<file path="src/rtl/tps_pkg.sv">
// Shared constants and types of the timer/prescaler block.
// Assumes an 8-bit datapath, so the rate field is 3 bits wide.
package tps_pkg;
    localparam int DATA_W   = 8;
    localparam int RATE_W   = 3;
    localparam int SYNC_N   = 2;

    // Control register field positions
    localparam int CTL_RATE_LSB = 0;
    localparam int CTL_OWN_BIT  = 3;   // 1: prescaler serves the watchdog
    localparam int CTL_EDGE_BIT = 4;   // 1: count falling pin edges
    localparam int CTL_SRC_BIT  = 5;   // 1: count external pin

    typedef enum logic [1:0] {
        ADDR_CNT  = 2'd0,
        ADDR_CTRL = 2'd1,
        ADDR_FLAG = 2'd2,
        ADDR_NONE = 2'd3
    } tps_addr_e;
endpackage

</file>
<file path="src/rtl/tps_ext_sync.sv">
// Resynchronizes an asynchronous pin through SYNC_N flops and flags
// rising and falling edges of the synchronized level, one cycle wide.
// Assumes pin pulses last longer than one clock period.
module tps_ext_sync #(
    parameter int SYNC_N = 2
) (
    input  logic clk,
    input  logic rst_n,
    input  logic pin,
    output logic rise,
    output logic fall
);
    logic [SYNC_N:0] chain_q;

    // Shift the pin through the synchronizer and one history flop
    always_ff @(posedge clk) begin
        if (!rst_n) chain_q <= '0;
        else        chain_q <= {chain_q[SYNC_N-1:0], pin};
    end

    // Compare newest synchronized level against the previous one
    always_comb begin
        rise = chain_q[SYNC_N-1] & ~chain_q[SYNC_N];
        fall = ~chain_q[SYNC_N-1] & chain_q[SYNC_N];
    end
endmodule

</file>
<file path="src/rtl/tps_prescaler.sv">
// Binary prescaler that emits one tick per 2^k input events.
// k = rate + 1 on the counter path and k = rate on the watchdog path.
// A clear empties it and suppresses any tick in the same cycle.
module tps_prescaler #(
    parameter int W      = 8,
    parameter int RATE_W = 3
) (
    input  logic              clk,
    input  logic              rst_n,
    input  logic              clr,
    input  logic              ev_in,
    input  logic              to_wdt,
    input  logic [RATE_W-1:0] rate,
    output logic              tick,
    output logic [W-1:0]      psc_q
);
    logic [RATE_W:0] shamt;
    logic [W:0]      mask_full;
    logic [W-1:0]    mask;

    // Build the low-bit mask whose all-ones state ends a division period
    always_comb begin
        shamt     = {1'b0, rate} + (to_wdt ? {(RATE_W+1){1'b0}} : {{RATE_W{1'b0}}, 1'b1});
        mask_full = ({{W{1'b0}}, 1'b1} << shamt) - {{W{1'b0}}, 1'b1};
        mask      = mask_full[W-1:0];
        tick      = ev_in & ~clr & ((psc_q & mask) == mask);
    end

    // Count input events, or empty on clear
    always_ff @(posedge clk) begin
        if (!rst_n)     psc_q <= '0;
        else if (clr)   psc_q <= '0;
        else if (ev_in) psc_q <= psc_q + {{(W-1){1'b0}}, 1'b1};
    end
endmodule

</file>
<file path="src/rtl/tps_counter.sv">
// Loadable up-counter with a sticky overflow flag.
// A load beats an advance; an overflow beats a flag clear.
module tps_counter #(
    parameter int W = 8
) (
    input  logic         clk,
    input  logic         rst_n,
    input  logic         adv,
    input  logic         load,
    input  logic [W-1:0] load_val,
    input  logic         flag_clr,
    output logic [W-1:0] cnt_q,
    output logic         ovf_q
);
    logic wrap;

    // An advance at all-ones that is not overridden by a load
    always_comb wrap = adv & ~load & (&cnt_q);

    // Counter register: load, advance or hold
    always_ff @(posedge clk) begin
        if (!rst_n)    cnt_q <= '0;
        else if (load) cnt_q <= load_val;
        else if (adv)  cnt_q <= cnt_q + {{(W-1){1'b0}}, 1'b1};
    end

    // Sticky flag: set on wrap, cleared by software otherwise
    always_ff @(posedge clk) begin
        if (!rst_n)        ovf_q <= 1'b0;
        else if (wrap)     ovf_q <= 1'b1;
        else if (flag_clr) ovf_q <= 1'b0;
    end
endmodule

</file>
<file path="src/rtl/tmr_presc_top.sv">
// Timer with a prescaler shared between the counter and the watchdog.
// Holds the control register, picks the event source, steers the
// prescaler and decodes the register port. Reads are combinational.
module tmr_presc_top
    import tps_pkg::*;
#(
    parameter int W = DATA_W
) (
    input  logic         clk,
    input  logic         rst_n,
    input  logic         reg_we,
    input  logic [1:0]   reg_addr,
    input  logic [W-1:0] reg_wdata,
    output logic [W-1:0] reg_rdata,
    input  logic         t_ext_pin,
    input  logic         icyc_en,
    input  logic         wdt_tick_in,
    output logic         ovf_flag,
    output logic         wdt_tick_out
);
    logic [W-1:0]      ctrl_q;
    logic [W-1:0]      cnt_q;
    logic [W-1:0]      psc_q;
    logic              pin_rise, pin_fall, pin_ev;
    logic              src_ev, psc_in, psc_tick, psc_clr;
    logic              cnt_tick, cnt_wr, ctrl_wr, flag_wr;
    logic              own_wdt;
    logic [RATE_W-1:0] rate;

    // Register write decode
    always_comb begin
        cnt_wr  = reg_we & (tps_addr_e'(reg_addr) == ADDR_CNT);
        ctrl_wr = reg_we & (tps_addr_e'(reg_addr) == ADDR_CTRL);
        flag_wr = reg_we & (tps_addr_e'(reg_addr) == ADDR_FLAG);
    end

    // Control register, all ones after reset
    always_ff @(posedge clk) begin
        if (!rst_n)       ctrl_q <= '1;
        else if (ctrl_wr) ctrl_q <= reg_wdata;
    end

    tps_ext_sync #(.SYNC_N(SYNC_N)) sync_i (
        .clk(clk), .rst_n(rst_n), .pin(t_ext_pin),
        .rise(pin_rise), .fall(pin_fall)
    );

    // Source selection and prescaler steering
    always_comb begin
        own_wdt  = ctrl_q[CTL_OWN_BIT];
        rate     = ctrl_q[CTL_RATE_LSB +: RATE_W];
        pin_ev   = ctrl_q[CTL_EDGE_BIT] ? pin_fall : pin_rise;
        src_ev   = ctrl_q[CTL_SRC_BIT] ? pin_ev : icyc_en;
        psc_in   = own_wdt ? wdt_tick_in : src_ev;
        psc_clr  = cnt_wr | (ctrl_wr & (reg_wdata[CTL_OWN_BIT] != own_wdt));
    end

    tps_prescaler #(.W(W), .RATE_W(RATE_W)) psc_i (
        .clk(clk), .rst_n(rst_n), .clr(psc_clr), .ev_in(psc_in),
        .to_wdt(own_wdt), .rate(rate), .tick(psc_tick), .psc_q(psc_q)
    );

    // Route the prescaler output to its owner, bypass the other path
    always_comb begin
        cnt_tick     = own_wdt ? src_ev : psc_tick;
        wdt_tick_out = own_wdt ? psc_tick : wdt_tick_in;
    end

    tps_counter #(.W(W)) cnt_i (
        .clk(clk), .rst_n(rst_n), .adv(cnt_tick), .load(cnt_wr),
        .load_val(reg_wdata), .flag_clr(flag_wr),
        .cnt_q(cnt_q), .ovf_q(ovf_flag)
    );

    // Read mux
    always_comb begin
        case (tps_addr_e'(reg_addr))
            ADDR_CNT:  reg_rdata = cnt_q;
            ADDR_CTRL: reg_rdata = ctrl_q;
            ADDR_FLAG: reg_rdata = {{(W-1){1'b0}}, ovf_flag};
            default:   reg_rdata = '0;
        endcase
    end
endmodule

</file>
<file path="config.mk">
export PLATFORM = sky130hd
export DESIGN_NAME = tmr_presc_top
export DESIGN_NICKNAME = d
export VERILOG_FILES = /design/src/rtl/tps_pkg.sv /design/src/rtl/tps_ext_sync.sv /design/src/rtl/tps_prescaler.sv /design/src/rtl/tps_counter.sv /design/src/rtl/tmr_presc_top.sv
export SDC_FILE = /design/constraint.sdc
export NUM_CORES = 1
export LEC_CHECK = 0
export BUFFER_PORTS_ARGS = -buffer_cell sky130_fd_sc_hd__buf_2
export CORE_MARGIN = 2
export CORE_UTILIZATION = 45
export DETAILED_ROUTE_END_ITERATION = 6
export HOLD_SLACK_MARGIN = 0.03
export PLACE_DENSITY = 0.7
export SLEW_MARGIN = 20
export SYNTH_ARGS = -nofsm -noshare
export SYNTH_HDL_FRONTEND = slang
export SYNTH_SLANG_ARGS = --single-unit
</file>
<file path="constraint.sdc">
create_clock -name clk -period 4.7 [get_ports clk]
set_input_delay 0.235 -clock clk [delete_from_list [all_inputs] [get_ports clk]]
set_output_delay 0.235 -clock clk [all_outputs]
set_load 0.02 [all_outputs]
</file>
==> results of run 1 <==
==> flip-flops by register name (all words and copies together), names as in the netlist <==
signal,count
psc_i.psc_q,8
ctrl_q,8
cnt_i.cnt_q,8
sync_i.chain_q,3
cnt_i.ovf_q,1
==> final timing paths <==
check                     from           endpoint  slack, ns  cells past startpoint
max                  ctrl_q[3]       wdt_tick_out       0.92                     13
min                  t_ext_pin  sync_i.chain_q[0]       0.16                      2
max reg2reg          ctrl_q[3]     cnt_i.cnt_q[6]       1.08                     13
min reg2reg  sync_i.chain_q[0]  sync_i.chain_q[1]       0.44                      1
==> critical path: stages (launching register included) <==
cell       delay, ns
dfxtp_1         0.44
inv_1           0.12
ha_1            0.24
ha_1            0.42
nor2_1          0.22
nand2_1         0.08
ha_1            0.26
nand2b_1        0.11
nor3_1          0.05
or4_4           0.55
a2111oi_4       0.33
nand3_1         0.12
a21boi_1        0.15
buf_2           0.18
==> kinds of logic (layout without fill, tap and decap cells) <==
family,after synthesis,in the layout,synth area share
and+or+nand+nor,123,123,0.340
AOI/OAI and AO/OA,33,33,0.142
DFF,28,28,0.311
buffers and inverters,17,32,0.0452
muxes,13,13,0.0737
xor gates and xnor gates,10,10,0.0528
adders and majority gates,5,5,0.0347
==> metal layers <==
layer / vias to the layer above / routed length (um) / GRT usage
li1: 850 / - / -
met1: 767 / 2030 / 0.288
met2: 36 / 1800 / 0.304
met3: 9 / 181 / 0.0250
met4: 0 / 95 / 0.0791
met5: - / 0 / 0
==> cells in the mapped netlist, drive strengths merged, types with 3 or more instances <==
library cell / count / area (sq um)
and2: 9 / 56.3
ha: 5 / 62.6
nand3b: 5 / 37.5
mux2i: 11 / 110
xnor2: 3 / 26.3
a31oi: 3 / 18.8
and3: 6 / 38.8
nor2b: 3 / 18.8
nor3: 6 / 30.0
clkbuf: 9 / 33.8
a21oi: 4 / 20.0
dfxtp: 28 / 561
buf: 5 / 36.3
nor2: 25 / 93.8
inv: 3 / 11.3
nand4: 8 / 50.1
nand2: 36 / 135
nand3: 17 / 85.1
xor2: 7 / 68.8
o21ai: 8 / 40.0
==> power groups by stage <==
stage | Combinational, W | Sequential (W) | Clock [W]
6_report | 0.000113 | 0.000273 | 0.000192
5_1_grt | 0.000126 | 0.000275 | 0.000201
4_1_cts | 0.000113 | 0.000272 | 0.000195
3_5_place_dp | 0.000112 | 0.000278 | 0
3_3_place_gp | 0.000112 | 0.000277 | 0
2_1_floorplan | 0.0000916 | 0.000269 | 0
==> area by class of cell <==
cell class	count	area (sq um)	share of cell area
inverter	3	11.3	0.00567
clock buffer	3	41.3	0.0208
sequential	28	561	0.282
multi-input combinational	184	1160	0.583
clock inverter	1	30.0	0.0151
timing repair buffer	25	125	0.0630
tap	48	60.1	0.0302
==> per-stage QoR <==
step	worst slack [ns]	total power, W
detailed placement	1.08	0.000390
global route	0.652	0.000602
CTS	0.898	0.000581
finish	0.917	0.000577
floorplan	1.39	0.000360
global placement	1.15	0.000390
==> qor.txt, run 1 <==
status = finished, final reports clean
Syn Inst Count = 229
commonest non-fill, non-tap cells in the layout = nand2_1 (36), dfxtp_1 (28), nor2_1 (25), buf_2 (25), nand3_1 (17)
DR WL/cell = 14.0 um
PwrDens = 291 nW/um^2
Post-DP HPWL = 3060 um
fin area = 1990 sq um
top achievable clock speed = 264 MHz
CTS Root Cell = clkbuf_8
WL final = 4100 um
Synth Flop Type = dfxtp_1
Max-slew headroom = 0.658
fraction of registers with async set/reset = 0
number of buffers created by CTS = 3
sw power = 0.000163 W
first-pass GRT wire length = 7000 um
DP Area = 1920 sq um
Final period util = 0.805
Vert. Die Dim = 67.3 um
placed cells = 288
width of the die = 67.3 um
Mapped Area = 1800 sq um
antenna cells = 0
crit path DAT = 3.55 ns
Least-Margin Pin Slew = 0.509 ns
Reg clk slew, reported paths = 0.09 ns
skew final = 0.00577 ns
TritonCTS clock tree = yes
leakage power = 0.880 nW
CP required = 4.47 ns
count of unique library cells instantiated by Yosys = 47
largest net degree at the start of global routing = 27
TritonRoute pass-1 iters = 4
Sw Share = 0.283
worst hold slack = 0.162 ns
Vias/cell = 5.69
Final ANT Viol Nets = 0
register area share after synthesis = 0.311
via count = 1662
Synth Net Count = 250
kind of critical path = reg -> out
Syn Area/Cell = 7.86 sq um
I/O pins = 26
Comb pwr share = 0.195
Peak VDD IR = 0.000157 V
Pint = 0.000414 W
RSZ-0062 raised after global routing = no
most common cell after layout, fill and taps aside = nand2_1
hold_buf cts = 0
final worst path period need = 3.78 ns
synthesized flop and latch total = 28
setup TNS = 0 ns
worst hold path class = in -> reg
RePlAce Congestion = 0.891
total track usage = 0.201
post_cts resized = 0
Fin. Hold Viols = 0
Post-synth EDFFs = 0
starting density of the core = 0.481
Post-Layout Cell Count = 292
startpoint types = flip-flop
clock latency on the worst-skew pair = 0.28 ns
layout cell share with drive strength beyond 1 = 0.143
clk buf depth = 2
crit path max fanout = 11
final core utilization = 0.531
initial antenna violation count = 0
Yosys warning count = 0
Core ar. = 3740 sq um
Final Max Slew Viols = 0
Residual DRC = 0
Post-CTS Setup Bufs = 0
nets = 266
IO Port Bufs = 25
clk sinks = 28
clock power share = 0.332
area added between synthesis and finish = 10.4%
vias in the first global route = 1493
area of the die = 4520 sq um
gr ovfl total = 0
max-cap violation count = 0
crit path capture type = primary output
H-Tree Depth = 1
Cell Rows = 22
Flop pwr share = 0.473
Setup Viol. Count Final = 0
Filler cells = 386
first-iteration detailed-routing DRC count = 110
(Power assumes the default switching activity.)
==> run 2, diff against run 1 <==
- ABC_AREA: unset -> 1
- PLACE_DENSITY: 0.7 -> 0.73
- clock period: 4.7 -> 3.4 ns (I/O delays scaled with it)
==> qor.txt, run 2 <==
starting density of the core = 0.475
startpoint types = flip-flop
worst hold path class = in -> reg
Yosys warning count = 0
first-iteration detailed-routing DRC count = 140
clk buf depth = 2
CTS Root Cell = clkbuf_8
placed cells = 331
TritonCTS clock tree = yes
Synth Flop Type = dfxtp_1
via count = 1723
Core ar. = 3690 sq um
Final Max Slew Viols = 0
total track usage = 0.204
area of the die = 4410 sq um
RePlAce Congestion = 0.923
Vert. Die Dim = 66.4 um
initial antenna violation count = 0
CP required = 3.23 ns
hold_buf cts = 0
Reg clk slew, reported paths = 0.10 ns
antenna cells = 0
hold_sp = t_ext_pin
Adder-Cell Fraction of Synth Area = 0.0357
beginning of the critical path = ctrl_q[3]
Max-slew headroom = 0.757
Synth Area in XOR/XNOR = 0.0300
IO Port Bufs = 25
Area contributors post-synth = dfxtp_1 (32%), nand2_1 (14%), nand3_1 (7.4%)
area added between synthesis and finish = 13.7%
Synth Net Count = 283
post_cts resized = 0
Vias/cell = 5.14
Peak VDD IR = 0.000216 V
total power = 0.000758 W
leakage power = 0.891 nW
Mapped Area = 1750 sq um
commonest cells in the netlist = nand2_1 (66), inv_1 (31), dfxtp_1 (28)
WL final = 3930 um
mux cell area share after synthesis = 0
count of unique library cells instantiated by Yosys = 31
count leader, synth = nand2_1
Post-synth EDFFs = 0
first-pass GRT wire length = 7010 um
largest net degree at the start of global routing = 18
synthesized flop and latch total = 28
commonest non-fill, non-tap cells in the layout = nand2_1 (66), inv_1 (31), dfxtp_1 (28)
Filler cells = 380
FF-to-FF path depth = 16
layout cell share with drive strength beyond 1 = 0.171
crit path max fanout = 6
Final ANT Viol Nets = 0
setup TNS = 0 ns
top achievable clock speed = 335 MHz
share of the synthesized area in the top cell type = 0.320
width of the die = 66.4 um
Post-Layout Cell Count = 335
complex-gate fraction of the synthesized area = 0.144
RSZ-0062 raised after global routing = no
max-cap violation count = 0
Cell Rows = 22
kind of critical path = reg -> out
Synth area leader = dfxtp_1
TritonRoute pass-1 iters = 4
I/O pins = 26
Post-DP HPWL = 3060 um
Post-CTS Setup Bufs = 0
crit path capture type = primary output
fraction of registers with async set/reset = 0
status = finished, final reports clean
Largest regs = cnt_i.cnt_q x8, ctrl_q x8, psc_i.psc_q x8
Least-Margin Pin Slew = 0.364 ns
Syn Area/Cell = 6.69 sq um
number of buffers created by CTS = 3
final worst path period need = 2.99 ns
most common cell after layout, fill and taps aside = nand2_1
gr ovfl total = 0
Fin. Hold Viols = 0
clk sinks = 28
vias in the first global route = 1525
crit path DAT = 2.82 ns
nets = 309
DR WL/cell = 11.7 um
Final period util = 0.879
Residual DRC = 0
clock latency on the worst-skew pair = 0.28 ns
simple-gate share of the synthesized area = 0.380
cell depth of the worst hold path = 3
Syn Inst Count = 262
H-Tree Depth = 1
largest family of logic cells by synthesized area = simple AND/OR/NAND/NOR gates
PwrDens = 380 nW/um^2
Setup Viol. Count Final = 0
register area share after synthesis = 0.320
skew final = 0.0115 ns
reg-to-reg startpoint = ctrl_q[3]
run 2: changes by cell type in the layout (fill, tap and decap cells not counted), sizes merged, moves of 5 or more:
cell,change
nor2,-5
nand2,+34
nand3,+14
mux2i,-11
and2,-9
inv,+34
and3,-6
o21ai,+9
a21oi,+12
run 2: cell families (layout without fill, tap and decap cells):
group | Yosys count | count (layout)
AND/OR/NAND/NOR | 136 | 136
adder cells (fa/ha/maj) | 5 | 5
buffers and inverters | 42 | 67
XOR/XNOR | 6 | 6
AO/OA/AOI/OAI | 45 | 45
flip-flops | 28 | 28
run 2: layout make-up:
type,count,area (sq um),area share
Tap cell,48,60.1,0.0302
Inverter,38,143,0.0716
Timing Repair Buffer,25,125,0.0628
Clock inverter,1,30.0,0.0151
Multi-Input combinational cell,192,1030,0.518
Sequential cell,28,561,0.281
Clock buffer,3,41.3,0.0207
run 2: path summary, 6_finish.rpt:
| kind | endpoint | slack, ns |
|---|---|---|
| max reg2reg | cnt_i.cnt_q[7] | 0.64 |
| max | wdt_tick_out | 0.41 |
| min reg2reg | sync_i.chain_q[1] | 0.42 |
| min | sync_i.chain_q[0] | 0.06 |
run 2: worst max-delay path: stages (launching register included):
cell     delay (ns)
dfxtp_1        0.45
inv_2          0.12
ha_1           0.22
ha_1           0.32
nor2_1         0.16
nand3_1        0.12
ha_1           0.29
nor2_1         0.04
nor2_1         0.12
nand3_2        0.08
nor2_2         0.09
nand3_2        0.08
nor2_4         0.11
nand3_1        0.08
nand2_1        0.09
buf_2          0.16
run 2: per-stage QoR:
step           utilization  hold slack, ns  worst slack, ns  area [sq um]
6_report             0.540          0.0615            0.411          1990
4_1_cts              0.540          0.0652            0.412          1990
3_3_place_gp         0.521           0.351            0.737          1920
5_1_grt              0.540          0.0705           0.0881          1990
2_1_floorplan            -           0.268            0.906          1750
3_5_place_dp         0.521           0.361            0.644          1920
run 2: layer usage:
metal  vias up  GRT usage  routed length (um)
met5         -          0                   0
met4         0     0.0536                  48
met3         5     0.0256                 176
met2        40      0.313                1720
met1       754      0.299                1990
li1        924          -                   -
run 2: power by group:
group / total [W] / internal, W / switching, W
Combinational: 0.000142 / 0.0000471 / 0.0000947
Clock: 0.000265 / 0.000158 / 0.000108
Sequential: 0.000350 / 0.000340 / 0.0000104
==> run 3, diff against run 2 <==
- REMOVE_ABC_BUFFERS: unset -> 1
- SETUP_SLACK_MARGIN: unset -> 0.05
==> qor.txt, run 3 (synthesized netlist as in run 2, its figures left out) <==
first-pass GRT wire length = 6760 um
largest net degree at the start of global routing = 18
final worst path period need = 2.99 ns
Max-slew headroom = 0.759
initial antenna violation count = 0
Largest regs = cnt_i.cnt_q x8, ctrl_q x8, psc_i.psc_q x8
Least-Margin Pin Slew = 0.360 ns
Largest delay share family, worst path = simple AND/OR/NAND/NOR gates
Core ar. = 3690 sq um
area added between synthesis and finish = 13.7%
WL final = 3920 um
clk sinks = 28
Cell Rows = 22
Reg clk slew, reported paths = 0.10 ns
number of buffers created by CTS = 3
cell depth of the worst hold path = 3
clk buf depth = 2
vias in the first global route = 1525
DR WL/cell = 11.7 um
top layer in use = met4
post_cts resized = 0
Post-DP HPWL = 3110 um
setup ws final = 0.406 ns
crit path DAT = 2.82 ns
PwrDens = 379 nW/um^2
WL met1 = 2010 um
Post-CTS Setup Bufs = 0
Vert. Die Dim = 66.4 um
CP cell instances = inv_2 -> ha_1 -> ha_1 -> nor2_1 -> nand3_1 -> ha_1 -> nor2_1 -> nor2_1 -> nand3_2 -> nor2_2 -> nand3_2 -> nor2_4 -> nand3_1 -> nand2_1 -> buf_2
met3 WL = 143 um
worst hold path class = in -> reg
gr ovfl total = 0
Residual DRC = 0
total track usage = 0.198
skew final = 0.00795 ns
Vias/cell = 5.13
r2r setup slk = 0.63 ns
hold_buf cts = 0
Final ANT Viol Nets = 0
setup TNS = 0 ns
via count = 1717
H-Tree Depth = 1
placed cells = 331
nets = 309
fin area = 1990 sq um
crit path capture type = primary output
width of the die = 66.4 um
RePlAce Congestion = 0.844
end of the worst hold path = sync_i.chain_q[0]
most common cell after layout, fill and taps aside = nand2_1
hold_sp = t_ext_pin
FF-to-FF path depth = 16
Peak VDD IR = 0.000236 V
final core utilization = 0.540
TritonCTS clock tree = yes
Max stage delay on crit path = 0.45 ns
RR Endpoint = cnt_i.cnt_q[1]
Setup Viol. Count Final = 0
Post-Layout Cell Count = 335
startpoint types = flip-flop
TritonRoute pass-1 iters = 4
setup slack at placement = 0.663 ns
Final period util = 0.881
layout cell share with drive strength beyond 1 = 0.171
max-cap violation count = 0
area of the die = 4410 sq um
RSZ-0062 raised after global routing = no
leakage power = 0.891 nW
clock latency on the worst-skew pair = 0.28 ns
I/O pins = 26
antenna cells = 0
crit path max fanout = 6
status = finished, final reports clean
first-iteration detailed-routing DRC count = 95
Worst Path Buf+Inv = 2
Fin. Hold Viols = 0
reg-to-reg startpoint = ctrl_q[3]
Final Max Slew Viols = 0
kind of critical path = reg -> out
routed wl met2 = 1680 um
IO Port Bufs = 25
top achievable clock speed = 334 MHz
DP Area = 1920 sq um
CTS Root Cell = clkbuf_8
CP max stage cell = dfxtp_1
starting density of the core = 0.475
commonest non-fill, non-tap cells in the layout = nand2_1 (66), inv_1 (31), dfxtp_1 (28)
CP required = 3.23 ns
==> run 3: cell counts in the layout (fill, tap and decap cells not counted) <==
No cell type changed its count.
==> run 3: through the flow <==
step / hold slack (ns) / power [W]
floorplan: 0.254 / 0.000457
global placement: 0.352 / 0.000499
detailed placement: 0.369 / 0.000500
CTS: 0.0741 / 0.000762
global route: 0.0899 / 0.000793
finish: 0.0728 / 0.000756
==> run 3: final cells by class <==
type | count | area (sq um)
Timing Repair Buffer | 25 | 125
Clock buffer | 3 | 41.3
Multi-Input combinational cell | 192 | 1030
Tap cell | 48 | 60.1
Clock inverter | 1 | 30.0
Inverter | 38 | 143
Sequential cell | 28 | 561
Fill cell | 380 | 1700
==> run 3: worst max path at each step <==
stage,startpoint,to,slack [ns],depth (start not counted)
floorplan,ctrl_q[3],cnt_i.cnt_q[0],0.91,16
global placement,ctrl_q[3],cnt_i.cnt_q[1],0.74,16
global route,ctrl_q[3],wdt_tick_out,0.15,15
detailed placement,ctrl_q[3],cnt_i.cnt_q[1],0.66,16
finish,ctrl_q[3],wdt_tick_out,0.41,15
CTS,ctrl_q[3],wdt_tick_out,0.40,15
==> run 3: routing by layer <==
layer	track usage	vias up
met5	0	-
met4	0.0765	0
met3	0.0273	9
met2	0.286	27
met1	0.293	763
li1	-	918
==> run 3: report_power, final <==
group / total, W / switching, W / leakage (nW) / internal, W
logic: 0.000143 / 0.0000954 / 0.627 / 0.0000474
clock network: 0.000262 / 0.000105 / 0.0357 / 0.000158
registers: 0.000351 / 0.0000109 / 0.228 / 0.000340
==> run 3: worst reg2reg max path: cells and delay by family, from the launching register on <==
| kind | cells | cell delay (ns) |
|---|---|---|
| AND/OR/NAND/NOR | 11 | 1.16 |
| buffers and inverters | 1 | 0.12 |
| adder cells (fa/ha/maj) | 3 | 0.84 |
| flip-flops | 1 | 0.45 |
| AO/OA/AOI/OAI | 1 | 0.12 |
